`config.mk`:
```
export PLATFORM = sky130hd
export DESIGN_NAME = byte_lane_lsu
export DESIGN_NICKNAME = d
export VERILOG_FILES = /design/src/rtl/lsu_pkg.sv /design/src/rtl/lsu_addr_gen.sv /design/src/rtl/lsu_store_lanes.sv /design/src/rtl/lsu_load_extract.sv /design/src/rtl/byte_lane_lsu.sv
export SDC_FILE = /design/constraint.sdc
export NUM_CORES = 1
export LEC_CHECK = 0
export ABC_AREA = 1
export BUFFER_PORTS_ARGS = -buffer_cell sky130_fd_sc_hd__clkbuf_2
export CAP_MARGIN = 30
export CORE_MARGIN = 2
export CORE_UTILIZATION = 25
export DETAILED_ROUTE_END_ITERATION = 8
export GPL_TIMING_DRIVEN = 0
export PLACE_DENSITY = 0.59
export SETUP_SLACK_MARGIN = 0.4
export SLEW_MARGIN = 20
export SYNTH_ARGS = -nofsm -noshare
export SYNTH_HDL_FRONTEND = slang
export SYNTH_HIERARCHICAL = 1
export SYNTH_SLANG_ARGS = --single-unit
```
`constraint.sdc`:
```
create_clock -name clk -period 2.1 [get_ports clk]
set_input_delay 0.21 -clock clk [delete_from_list [all_inputs] [get_ports clk]]
set_output_delay 0.21 -clock clk [all_outputs]
set_load 0.05 [all_outputs]
```
`src/rtl/lsu_pkg.sv`:
```
package lsu_pkg;
    typedef enum logic [0:0] {
        ST_IDLE = 1'b0,
        ST_RESP = 1'b1
    } resp_state_e;
endpackage

```
`src/rtl/lsu_addr_gen.sv`:
```
module lsu_addr_gen #(
    parameter int XLEN  = 32,
    parameter int IMM_W = 12,
    localparam int LANES  = XLEN / 8,
    localparam int LANE_W = $clog2(LANES)
) (
    input  logic              valid,
    input  logic              is_word,
    input  logic [XLEN-1:0]   base,
    input  logic [IMM_W-1:0]  offset,
    output logic [XLEN-1:0]   word_addr,
    output logic [LANE_W-1:0] lane,
    output logic              misalign
);
    logic [XLEN-1:0] disp;
    logic [XLEN-1:0] eff;

    // displacement widened by copying its top bit
    assign disp      = {{(XLEN-IMM_W){offset[IMM_W-1]}}, offset};
    assign eff       = base + disp;
    assign lane      = eff[LANE_W-1:0];
    assign word_addr = {eff[XLEN-1:LANE_W], {LANE_W{1'b0}}};
    assign misalign  = valid && is_word && (lane != '0);
endmodule

```
`src/rtl/lsu_store_lanes.sv`:
```
module lsu_store_lanes #(
    parameter int XLEN = 32,
    localparam int LANES  = XLEN / 8,
    localparam int LANE_W = $clog2(LANES)
) (
    input  logic              en,
    input  logic              is_word,
    input  logic [LANE_W-1:0] lane,
    input  logic [XLEN-1:0]   st_data,
    output logic [LANES-1:0]  be,
    output logic [XLEN-1:0]   wdata
);
    for (genvar g = 0; g < LANES; g++) begin : g_lane
        assign be[g]          = en && (is_word || (lane == LANE_W'(g)));
        assign wdata[8*g +: 8] = is_word ? st_data[8*g +: 8] : st_data[7:0];
    end
endmodule

```
`src/rtl/lsu_load_extract.sv`:
```
module lsu_load_extract #(
    parameter int XLEN = 32,
    localparam int LANES  = XLEN / 8,
    localparam int LANE_W = $clog2(LANES)
) (
    input  logic              active,
    input  logic              is_word,
    input  logic              uns,
    input  logic [LANE_W-1:0] lane,
    input  logic [XLEN-1:0]   rdata,
    output logic [XLEN-1:0]   data
);
    logic [7:0] lane_bytes [LANES];
    logic [7:0] picked;

    for (genvar g = 0; g < LANES; g++) begin : g_split
        assign lane_bytes[g] = rdata[8*g +: 8];
    end

    assign picked = lane_bytes[lane];

    always_comb begin
        if (!active) begin
            data = '0;
        end else if (is_word) begin
            data = rdata;
        end else if (uns) begin
            data = {{(XLEN-8){1'b0}}, picked};
        end else begin
            data = {{(XLEN-8){picked[7]}}, picked};
        end
    end
endmodule

```
`src/rtl/byte_lane_lsu.sv`:
```
module byte_lane_lsu #(
    parameter int XLEN  = 32,
    parameter int IMM_W = 12,
    localparam int LANES  = XLEN / 8,
    localparam int LANE_W = $clog2(LANES)
) (
    input  logic             clk,
    input  logic             rst_n,
    input  logic             req_valid,
    input  logic             req_store,
    input  logic             req_word,
    input  logic             req_unsigned,
    input  logic [XLEN-1:0]  base,
    input  logic [IMM_W-1:0] offset,
    input  logic [XLEN-1:0]  st_data,
    output logic [XLEN-1:0]  mem_addr,
    output logic [LANES-1:0] mem_be,
    output logic [XLEN-1:0]  mem_wdata,
    output logic             mem_rd,
    output logic             misalign,
    input  logic [XLEN-1:0]  mem_rdata,
    output logic             ld_valid,
    output logic [XLEN-1:0]  ld_data
);
    import lsu_pkg::*;

    resp_state_e       state, state_nx;
    logic [LANE_W-1:0] lane;
    logic              load_go;
    logic              store_go;
    logic [LANE_W-1:0] ctx_lane;
    logic              ctx_word;
    logic              ctx_uns;

    lsu_addr_gen #(.XLEN(XLEN), .IMM_W(IMM_W)) u_addr (
        .valid     (req_valid),
        .is_word   (req_word),
        .base      (base),
        .offset    (offset),
        .word_addr (mem_addr),
        .lane      (lane),
        .misalign  (misalign)
    );

    assign load_go  = req_valid && !req_store && !misalign;
    assign store_go = req_valid &&  req_store && !misalign;

    lsu_store_lanes #(.XLEN(XLEN)) u_store (
        .en      (store_go),
        .is_word (req_word),
        .lane    (lane),
        .st_data (st_data),
        .be      (mem_be),
        .wdata   (mem_wdata)
    );

    // state register
    always_ff @(posedge clk or negedge rst_n) begin
        if (!rst_n) begin
            state <= ST_IDLE;
        end else begin
            state <= state_nx;
        end
    end

    // transitions
    always_comb begin
        state_nx = state;
        unique case (state)
            ST_IDLE: state_nx = load_go ? ST_RESP : ST_IDLE;
            ST_RESP: state_nx = load_go ? ST_RESP : ST_IDLE;
            default: state_nx = ST_IDLE;
        endcase
    end

    // captured load context, used in the response cycle
    always_ff @(posedge clk or negedge rst_n) begin
        if (!rst_n) begin
            ctx_lane <= '0;
            ctx_word <= 1'b0;
            ctx_uns  <= 1'b0;
        end else if (load_go) begin
            ctx_lane <= lane;
            ctx_word <= req_word;
            ctx_uns  <= req_unsigned;
        end
    end

    // outputs of the machine
    always_comb begin
        mem_rd   = load_go;
        ld_valid = (state == ST_RESP);
    end

    lsu_load_extract #(.XLEN(XLEN)) u_load (
        .active  (ld_valid),
        .is_word (ctx_word),
        .uns     (ctx_uns),
        .lane    (ctx_lane),
        .rdata   (mem_rdata),
        .data    (ld_data)
    );

    // a misaligned access touches no memory
    a_r4_misalign_quiet: assert property (@(posedge clk) disable iff (!rst_n)
        misalign |-> (mem_be == '0 && !mem_rd));

    // byte accesses are never flagged
    a_r4_byte_never_flagged: assert property (@(posedge clk) disable iff (!rst_n)
        (req_valid && !req_word) |-> !misalign);

    // a byte store enables exactly one lane
    a_r3_byte_one_lane: assert property (@(posedge clk) disable iff (!rst_n)
        (req_valid && req_store && !req_word) |-> ($countones(mem_be) == 1));

    // an aligned word store enables every lane
    a_r2_word_all_lanes: assert property (@(posedge clk) disable iff (!rst_n)
        (req_valid && req_store && req_word && !misalign) |-> (&mem_be));

    // a read strobe is answered in the next cycle
    a_r8_resp_follows: assert property (@(posedge clk) disable iff (!rst_n)
        mem_rd |=> ld_valid);

    // no response without a read strobe
    a_r8_no_spurious: assert property (@(posedge clk) disable iff (!rst_n)
        !mem_rd |=> !ld_valid);

    // unsigned byte results carry zero upper bits
    a_r6_zero_fill: assert property (@(posedge clk) disable iff (!rst_n)
        (ld_valid && ctx_uns && !ctx_word) |-> (ld_data[XLEN-1:8] == '0));

    // signed byte results copy bit 7 upward
    a_r5_sign_fill: assert property (@(posedge clk) disable iff (!rst_n)
        (ld_valid && !ctx_uns && !ctx_word) |->
        (ld_data[XLEN-1:8] == {(XLEN-8){ld_data[7]}}));
endmodule

```
==> impl_metrics.py, run 1 <==
metrics = {
    "detailed_routing": {
        "ant_nets": 0,
        "drc": 0,
        "drt-vias-per-instance": 4.66,
        "wl_per_cell_um": 14.2,
        "num_vias": 5636,
        "wl_um": 17200,
        "dr.pass1.iters": 4,
        "drt_iter0_drc": 175,
    },
    "logic_synthesis": {
        "synth_xor_area_share_pct": 3.83,
        "yosysUniqueCellTypes": 31,
        "ys_ff_latch": 5,
        "synth_ff_type": "dfrtp_1",
        "postSynthAreaPerCell_um2": 4.98,
        "ys_seq_area_share_pct": 3.42,
        "synth_compound_area_share_pct": 13.7,
        "syn-cell-area_mm2": 0.00366,
        "synthSimpleGateAreaFrac_pct": 49.0,
        "synthAdderAreaFrac_pct": 11.2,
        "synth-edff-count": 0,
        "synthCells": 735,
        "async_reset_ff_share_pct": 100,
        "ys_warn_count": 6,
        "synth_top_family_by_area": "simple AND/OR/NAND/NOR gates",
        "yosys-mux-area-fraction_pct": 0,
    },
    "sta": {
        "fin_crit_sh_pct": 94.9,
        "setup_viol": 0,
        "skew_ns": 0,
        "hold_viol_final": 0,
        "setup_tns_ns": 0,
        "clock.fmax_mhz": 502,
        "rsz0062_at_grt": "yes",
        "period_minus_slack_ns": 1.99,
        "slew_violations": 0,
    },
    "worst_setup_path": {
        "path_max_fanout": 3,
        "worst-setup-path-type": "in2out",
        "crit_required_ns": 1.89,
        "cpPeakStageDelay_ns": 0.39,
        "cp.arrival_ns": 1.78,
        "crit_path_end_kind": "output port",
        "cp_cell_sequence": "buf_6 -> ha_4 -> fa_2 -> buf_4 -> nand2_1 -> nand3_2 -> nand2_2 -> nand2_4 -> nand2_2 -> nand2_1 -> nand2_2 -> nand2_4 -> clkbuf_16",
        "crit_buf_inv": 3,
        "worst_setup_path_start_kind": "input pin",
        "cpMaxStageDelayCell": "fa_2",
        "cpMostUsedCell": "nand2_2",
        "path_delay_family": "simple AND/OR/NAND/NOR gates",
    },
    "power_and_ir_drop": {
        "finalPower_mw": 4.57,
        "peakVddDrop_v": 0.000348,
        "p_per_area_mw_per_mm2": 530,
        "p_leak_nw": 4.46,
    },
    "die": {
        "die_x_um": 125,
        "start_util_pct": 25.4,
        "fp.dieH_um": 125,
        "num_rows": 44,
        "core_area_mm2": 0.0144,
        "die-area_mm2": 0.0156,
        "ios": 217,
    },
    "grt": {
        "antenna_found_initial": 0,
        "grt_pass1_vias": 5677,
        "grtUsageTotal_pct": 20.1,
        "grt_pass1_wl_um": 26600,
        "grt_max_degree": 11,
        "gr-total-overflow": 0,
    },
    "placement": {
        "dp_hpwl_um": 12000,
        "place_congestion": 0.862,
        "portBuffers": 214,
    },
    "clock_network": {
        "cts.reportedPaths.clkPinSlew_ns": 0.03,
        "cts_buffers": 3,
        "insertion_delay_ns": 0.23,
        "htree_levels": 1,
        "clock-root-buffer": "clkbuf_16",
        "cts_buffer_depth": 2,
        "cts_tree": "built",
        "cts.sinks": 5,
    },
    "worst_hold_path": {
        "hp-class": "in2reg",
    },
    "layout": {
        "areaGrowthSynthToFinish_pct": 136,
        "final_nets": 1172,
        "layout_commonest_cell": "nand2_1",
        "num_antenna_cells": 0,
        "drive_above_1_share_pct": 61.1,
        "final_cell_mix": "nand2_1, clkbuf_2, inv_1, nand2_2, buf_4",
    },
    "flow_run": {
        "cap_violations": 0,
    },
    "outcome": {
        "status": "complete, no violations",
    },
}
-- area by class of cell --
type / instances / area (um^2)
timing repair buffer: 285 / 2660
inverter: 130 / 517
tap: 184 / 230
sequential: 5 / 126
multi-input combinational: 574 / 4770
buffer: 27 / 239
clock buffer: 4 / 78.8
fill: 1233 / 5800
-- where the power goes --
| part | leakage, nW | switching [mW] | internal, mW |
|---|---|---|---|
| Combinational | 4.36 | 2.40 | 1.73 |
| Sequential | 0.0616 | 0.0142 | 0.113 |
| Clock | 0.0382 | 0.0573 | 0.251 |
| Total | 4.46 | 2.47 | 2.10 |
-- flip-flops by register name, indices dropped and copies added, names as in the netlist --
name / flops
ctx_lane: 2
ctx_uns: 1
ctx_word: 1
ld_valid: 1
-- logic make-up (layout without fill, tap and decap cells) --
family | Yosys count | after routing
simple gates | 432 | 432
buf+inv | 157 | 446
compound gates | 92 | 92
fa+ha+maj | 32 | 32
xor+xnor | 16 | 16
flops | 5 | 5
other cells | 1 | 2
-- worst paths after layout --
| check | from | endpoint | slack (ns) | cells after the start |
|---|---|---|---|---|
| worst max-delay path | offset[0] | mem_addr[30] | 0.11 | 13 |
| worst min-delay path | req_unsigned | ctx_uns$_DFFE_PN0P_ | 0.23 | 3 |
| worst max register to register | ctx_lane[0]$_DFFE_PN0P_ | ctx_lane[0]$_DFFE_PN0P_ | 1.32 | 3 |
| worst min register to register | ctx_uns$_DFFE_PN0P_ | ctx_uns$_DFFE_PN0P_ | 0.48 | 2 |
| max in group asynchronous | rst_n | ctx_lane[0]$_DFFE_PN0P_ | 1.56 | 2 |
| min in group asynchronous | rst_n | ld_valid$_DFF_PN0_ | 0.39 | 2 |
-- routing by layer --
| layer | share of wire (%) | global-route usage, % | vias to the layer above | wire length, um |
|---|---|---|---|---|
| met5 | 0 | 0 | - | 0 |
| met4 | 2.2 | 5.95 | 0 | 382 |
| met3 | 4.2 | 2.31 | 32 | 725 |
| li1 | - | - | 2826 | - |
| met1 | 40 | 23.6 | 2598 | 6820 |
| met2 | 54 | 38.3 | 180 | 9270 |
-- synth_stat cells (7+ instances only) --
master	instances	area share (%)
nand4_1	7	1.2
nor2_1	42	4.3
a21oi_1	48	6.6
inv_1	125	13
buf_4	11	2.3
xor2_1	14	3.4
nand2_1	322	33
nand2_2	15	2.6
ha_1	31	11
a21oi_2	7	1.7
nand3_1	31	4.2
o21ai_0	32	4.4
-- what timing repair did --
item / 4_1_cts / 5_1_grt
setup buffers: 50 / 16
pin swaps: 82 / 80
endpoints found under the setup margin: 66 / 66
resized for setup: 373 / 173
hold endpoints to repair: 5 / 0
gates cloned: 4 / 0
hold buffers: 1 / 0
-- worst register-to-register path, stage by stage (launching register included) --
cell and delay [ns]:
dfrtp_2 0.43, buf_4 0.14, nand2_1 0.05, nand2_1 0.04
-- per-stage QoR --
| stage | worst slack [ns] | instances | instance area, um^2 | hold slack (ns) | utilization [%] |
|---|---|---|---|---|---|
| after global placement | -0.393 | 1134 | 5680 | 0.0327 | 39.4 |
| final | 0.107 | 1209 | 8620 | 0.228 | 59.8 |
| after global routing | 0.0398 | 1209 | 8620 | 0.246 | 59.8 |
| after detailed placement | -0.396 | 1134 | 5680 | 0.0353 | 39.4 |
| after floorplan | 0.177 | 736 | 4380 | -0.0856 | - |
| after CTS | 0.116 | 1193 | 8010 | 0.233 | 55.5 |
Note: power is estimated with default switching activity, not from simulation.
==> inputs of run 2 (changes only) <==
Settings changed: PLACE_DENSITY 0.59 to default.
==> run 2 against run 1 <==
Compared with the run above: critical path depth shrank 1; die area is the same; via count grew 0.83%; clock skew is the same; first-iteration DRC count grew 7.4%; critical endpoint is now mem_addr[16]; routed wire length grew 0.75%; combinational power is essentially flat; clock power is essentially flat; sequential power is essentially flat; critical path type unchanged; sequential share of layout area is essentially flat; maximum frequency grew 0.59%.
==> impl_metrics.py, run 2 (synthesized netlist as in run 1, its figures left out) <==
metrics = {
    "clock_network": {
        "cts_buffer_depth": 2,
        "insertion_delay_ns": 0.23,
        "cts.sinks": 5,
        "cts_buffers": 3,
        "cts_tree": "built",
        "cts.reportedPaths.clkPinSlew_ns": 0.03,
        "clock-root-buffer": "clkbuf_16",
        "htree_levels": 1,
    },
    "detailed_routing": {
        "wl_met3_um": 894,
        "wl_per_cell_um": 14.3,
        "ant_nets": 0,
        "dr.pass1.iters": 5,
        "drt-vias-per-instance": 4.70,
        "topRoutingLayerUsed": "met4",
        "wl_met1_um": 6990,
        "drt_iter0_drc": 188,
        "drc": 0,
        "num_vias": 5683,
        "wl_met2_um": 9040,
        "wl_um": 17300,
    },
    "worst_setup_path": {
        "r2r_slack_ns": 1.31,
        "path_depth": 12,
        "path_max_fanout": 4,
        "cp_cell_sequence": "buf_8 -> ha_4 -> fa_2 -> nand3_2 -> nand3_2 -> nand2_2 -> nand2_4 -> buf_4 -> nand2_4 -> nand2_4 -> xor2_4 -> buf_8",
        "cp.arrival_ns": 1.77,
        "cpMostUsedCell": "nand2_4",
        "crit_path_end_kind": "output port",
        "crit_required_ns": 1.89,
        "path_delay_family": "adder cells",
        "r2r_start": "ctx_lane[0]$_DFFE_PN0P_",
        "critPathLaunch": "offset[0]",
        "cpMaxStageDelayCell": "fa_2",
        "r2r_cells": 3,
        "worst-setup-path-type": "in2out",
        "cpPeakStageDelay_ns": 0.40,
        "worst_setup_path_start_kind": "input pin",
        "r2r-end": "ctx_lane[0]$_DFFE_PN0P_",
        "crit_buf_inv": 3,
        "setup.worst_path.end": "mem_addr[16]",
    },
    "placement": {
        "portBuffers": 214,
        "placed_area_mm2": 0.00568,
        "dp_hpwl_um": 11900,
        "place_congestion": 0.851,
    },
    "outcome": {
        "status": "complete, no violations",
    },
    "layout": {
        "final_area_mm2": 0.00857,
        "largest_reg_flops": 2,
        "num_antenna_cells": 0,
        "top_register": "ctx_lane",
        "fin_util_pct": 59.4,
        "final_nets": 1172,
        "layout_commonest_cell": "nand2_1",
        "final_cell_mix": "nand2_1, clkbuf_2, inv_1, nand2_2, buf_4",
        "areaGrowthSynthToFinish_pct": 134,
        "drive_above_1_share_pct": 61.5,
    },
    "sta": {
        "slew_violations": 0,
        "hold_viol_final": 0,
        "setup_viol": 0,
        "skew_ns": 0,
        "holdWs_ns": 0.234,
        "clock.fmax_mhz": 505,
        "rsz0062_at_grt": "yes",
        "period_minus_slack_ns": 1.98,
        "fin_crit_sh_pct": 94.3,
        "setup_tns_ns": 0,
    },
    "die": {
        "start_util_pct": 25.4,
        "die-area_mm2": 0.0156,
        "ios": 217,
        "num_rows": 44,
        "die_x_um": 125,
        "core_area_mm2": 0.0144,
        "fp.dieH_um": 125,
    },
    "flow_run": {
        "cap_violations": 0,
    },
    "worst_hold_path": {
        "hp-class": "in2reg",
        "hp-start": "req_unsigned",
    },
    "grt": {
        "gr-total-overflow": 0,
        "grtUsageTotal_pct": 19.9,
        "grt_max_degree": 11,
        "grt_pass1_vias": 5471,
        "grt_pass1_wl_um": 26400,
        "antenna_found_initial": 0,
    },
    "power_and_ir_drop": {
        "p_per_area_mw_per_mm2": 532,
        "peakVddDrop_v": 0.000323,
        "p_leak_nw": 4.45,
    },
}
run 2: cell types whose count changed in the layout (fill, tap and decap cells not counted), moves of 5 or more:
| cell | previous run | this run |
|---|---|---|
| buf_6 | 24 | 35 |
| clkbuf_2 | 139 | 144 |
| inv_4 | 10 | 5 |
| nand2_4 | 44 | 49 |
| inv_2 | 11 | 17 |
| buf_8 | 51 | 42 |
run 2: cell type report:
class	count	area, um^2
sequential	5	126
fill	1237	5850
timing repair buffer	285	2570
tap	184	230
multi-input combinational	574	4820
buffer	27	240
inverter	130	504
clock buffer	4	78.8
run 2: repair_timing:
item	4_1_cts	5_1_grt
pin swaps	85	76
cloned	4	0
endpoints found under the hold margin	5	0
setup buffers	45	21
setup endpoints to repair	66	65
gates resized for setup	352	204
hold buffers	1	0
run 2: per-stage QoR:
stage / power (mW) / worst slack, ns / std cells
floorplan: 2.22 / 0.177 / 736
detailed placement: 2.81 / -0.431 / 1134
finish: 4.56 / 0.119 / 1209
CTS: 4.09 / 0.112 / 1188
global placement: 2.81 / -0.425 / 1134
global route: 4.79 / 0.0672 / 1209
run 2: how the worst min path moves through the flow:
stage	cells after the start	to	slack, ns
6_report	3	ctx_uns$_DFFE_PN0P_	0.23
5_1_grt	3	ctx_uns$_DFFE_PN0P_	0.24
4_1_cts	3	ctx_uns$_DFFE_PN0P_	0.23
3_5_place_dp	1	ctx_lane[0]$_DFFE_PN0P_	0.04
3_3_place_gp	1	ctx_lane[0]$_DFFE_PN0P_	0.03
2_1_floorplan	0	ctx_lane[0]$_DFFE_PN0P_	-0.09
run 2: routing by layer:
| metal | track usage, % | up-vias |
|---|---|---|
| met3 | 2.52 | 33 |
| li1 | - | 2826 |
| met1 | 24.4 | 2619 |
| met4 | 5.62 | 0 |
| met2 | 36.5 | 205 |
| met5 | 0 | - |
run 2: worst register-to-register path, cell delays in order (launching register included):
cell and delay (ns):
dfrtp_2 0.43, buf_4 0.14, nand2_1 0.05, nand2_1 0.05
run 2: report_power, final:
group	internal [mW]	switching (mW)	total (mW)	leakage (nW)
Sequential	0.113	0.0155	0.128	0.0616
Clock	0.251	0.0599	0.311	0.0382
Combinational	1.71	2.42	4.12	4.35
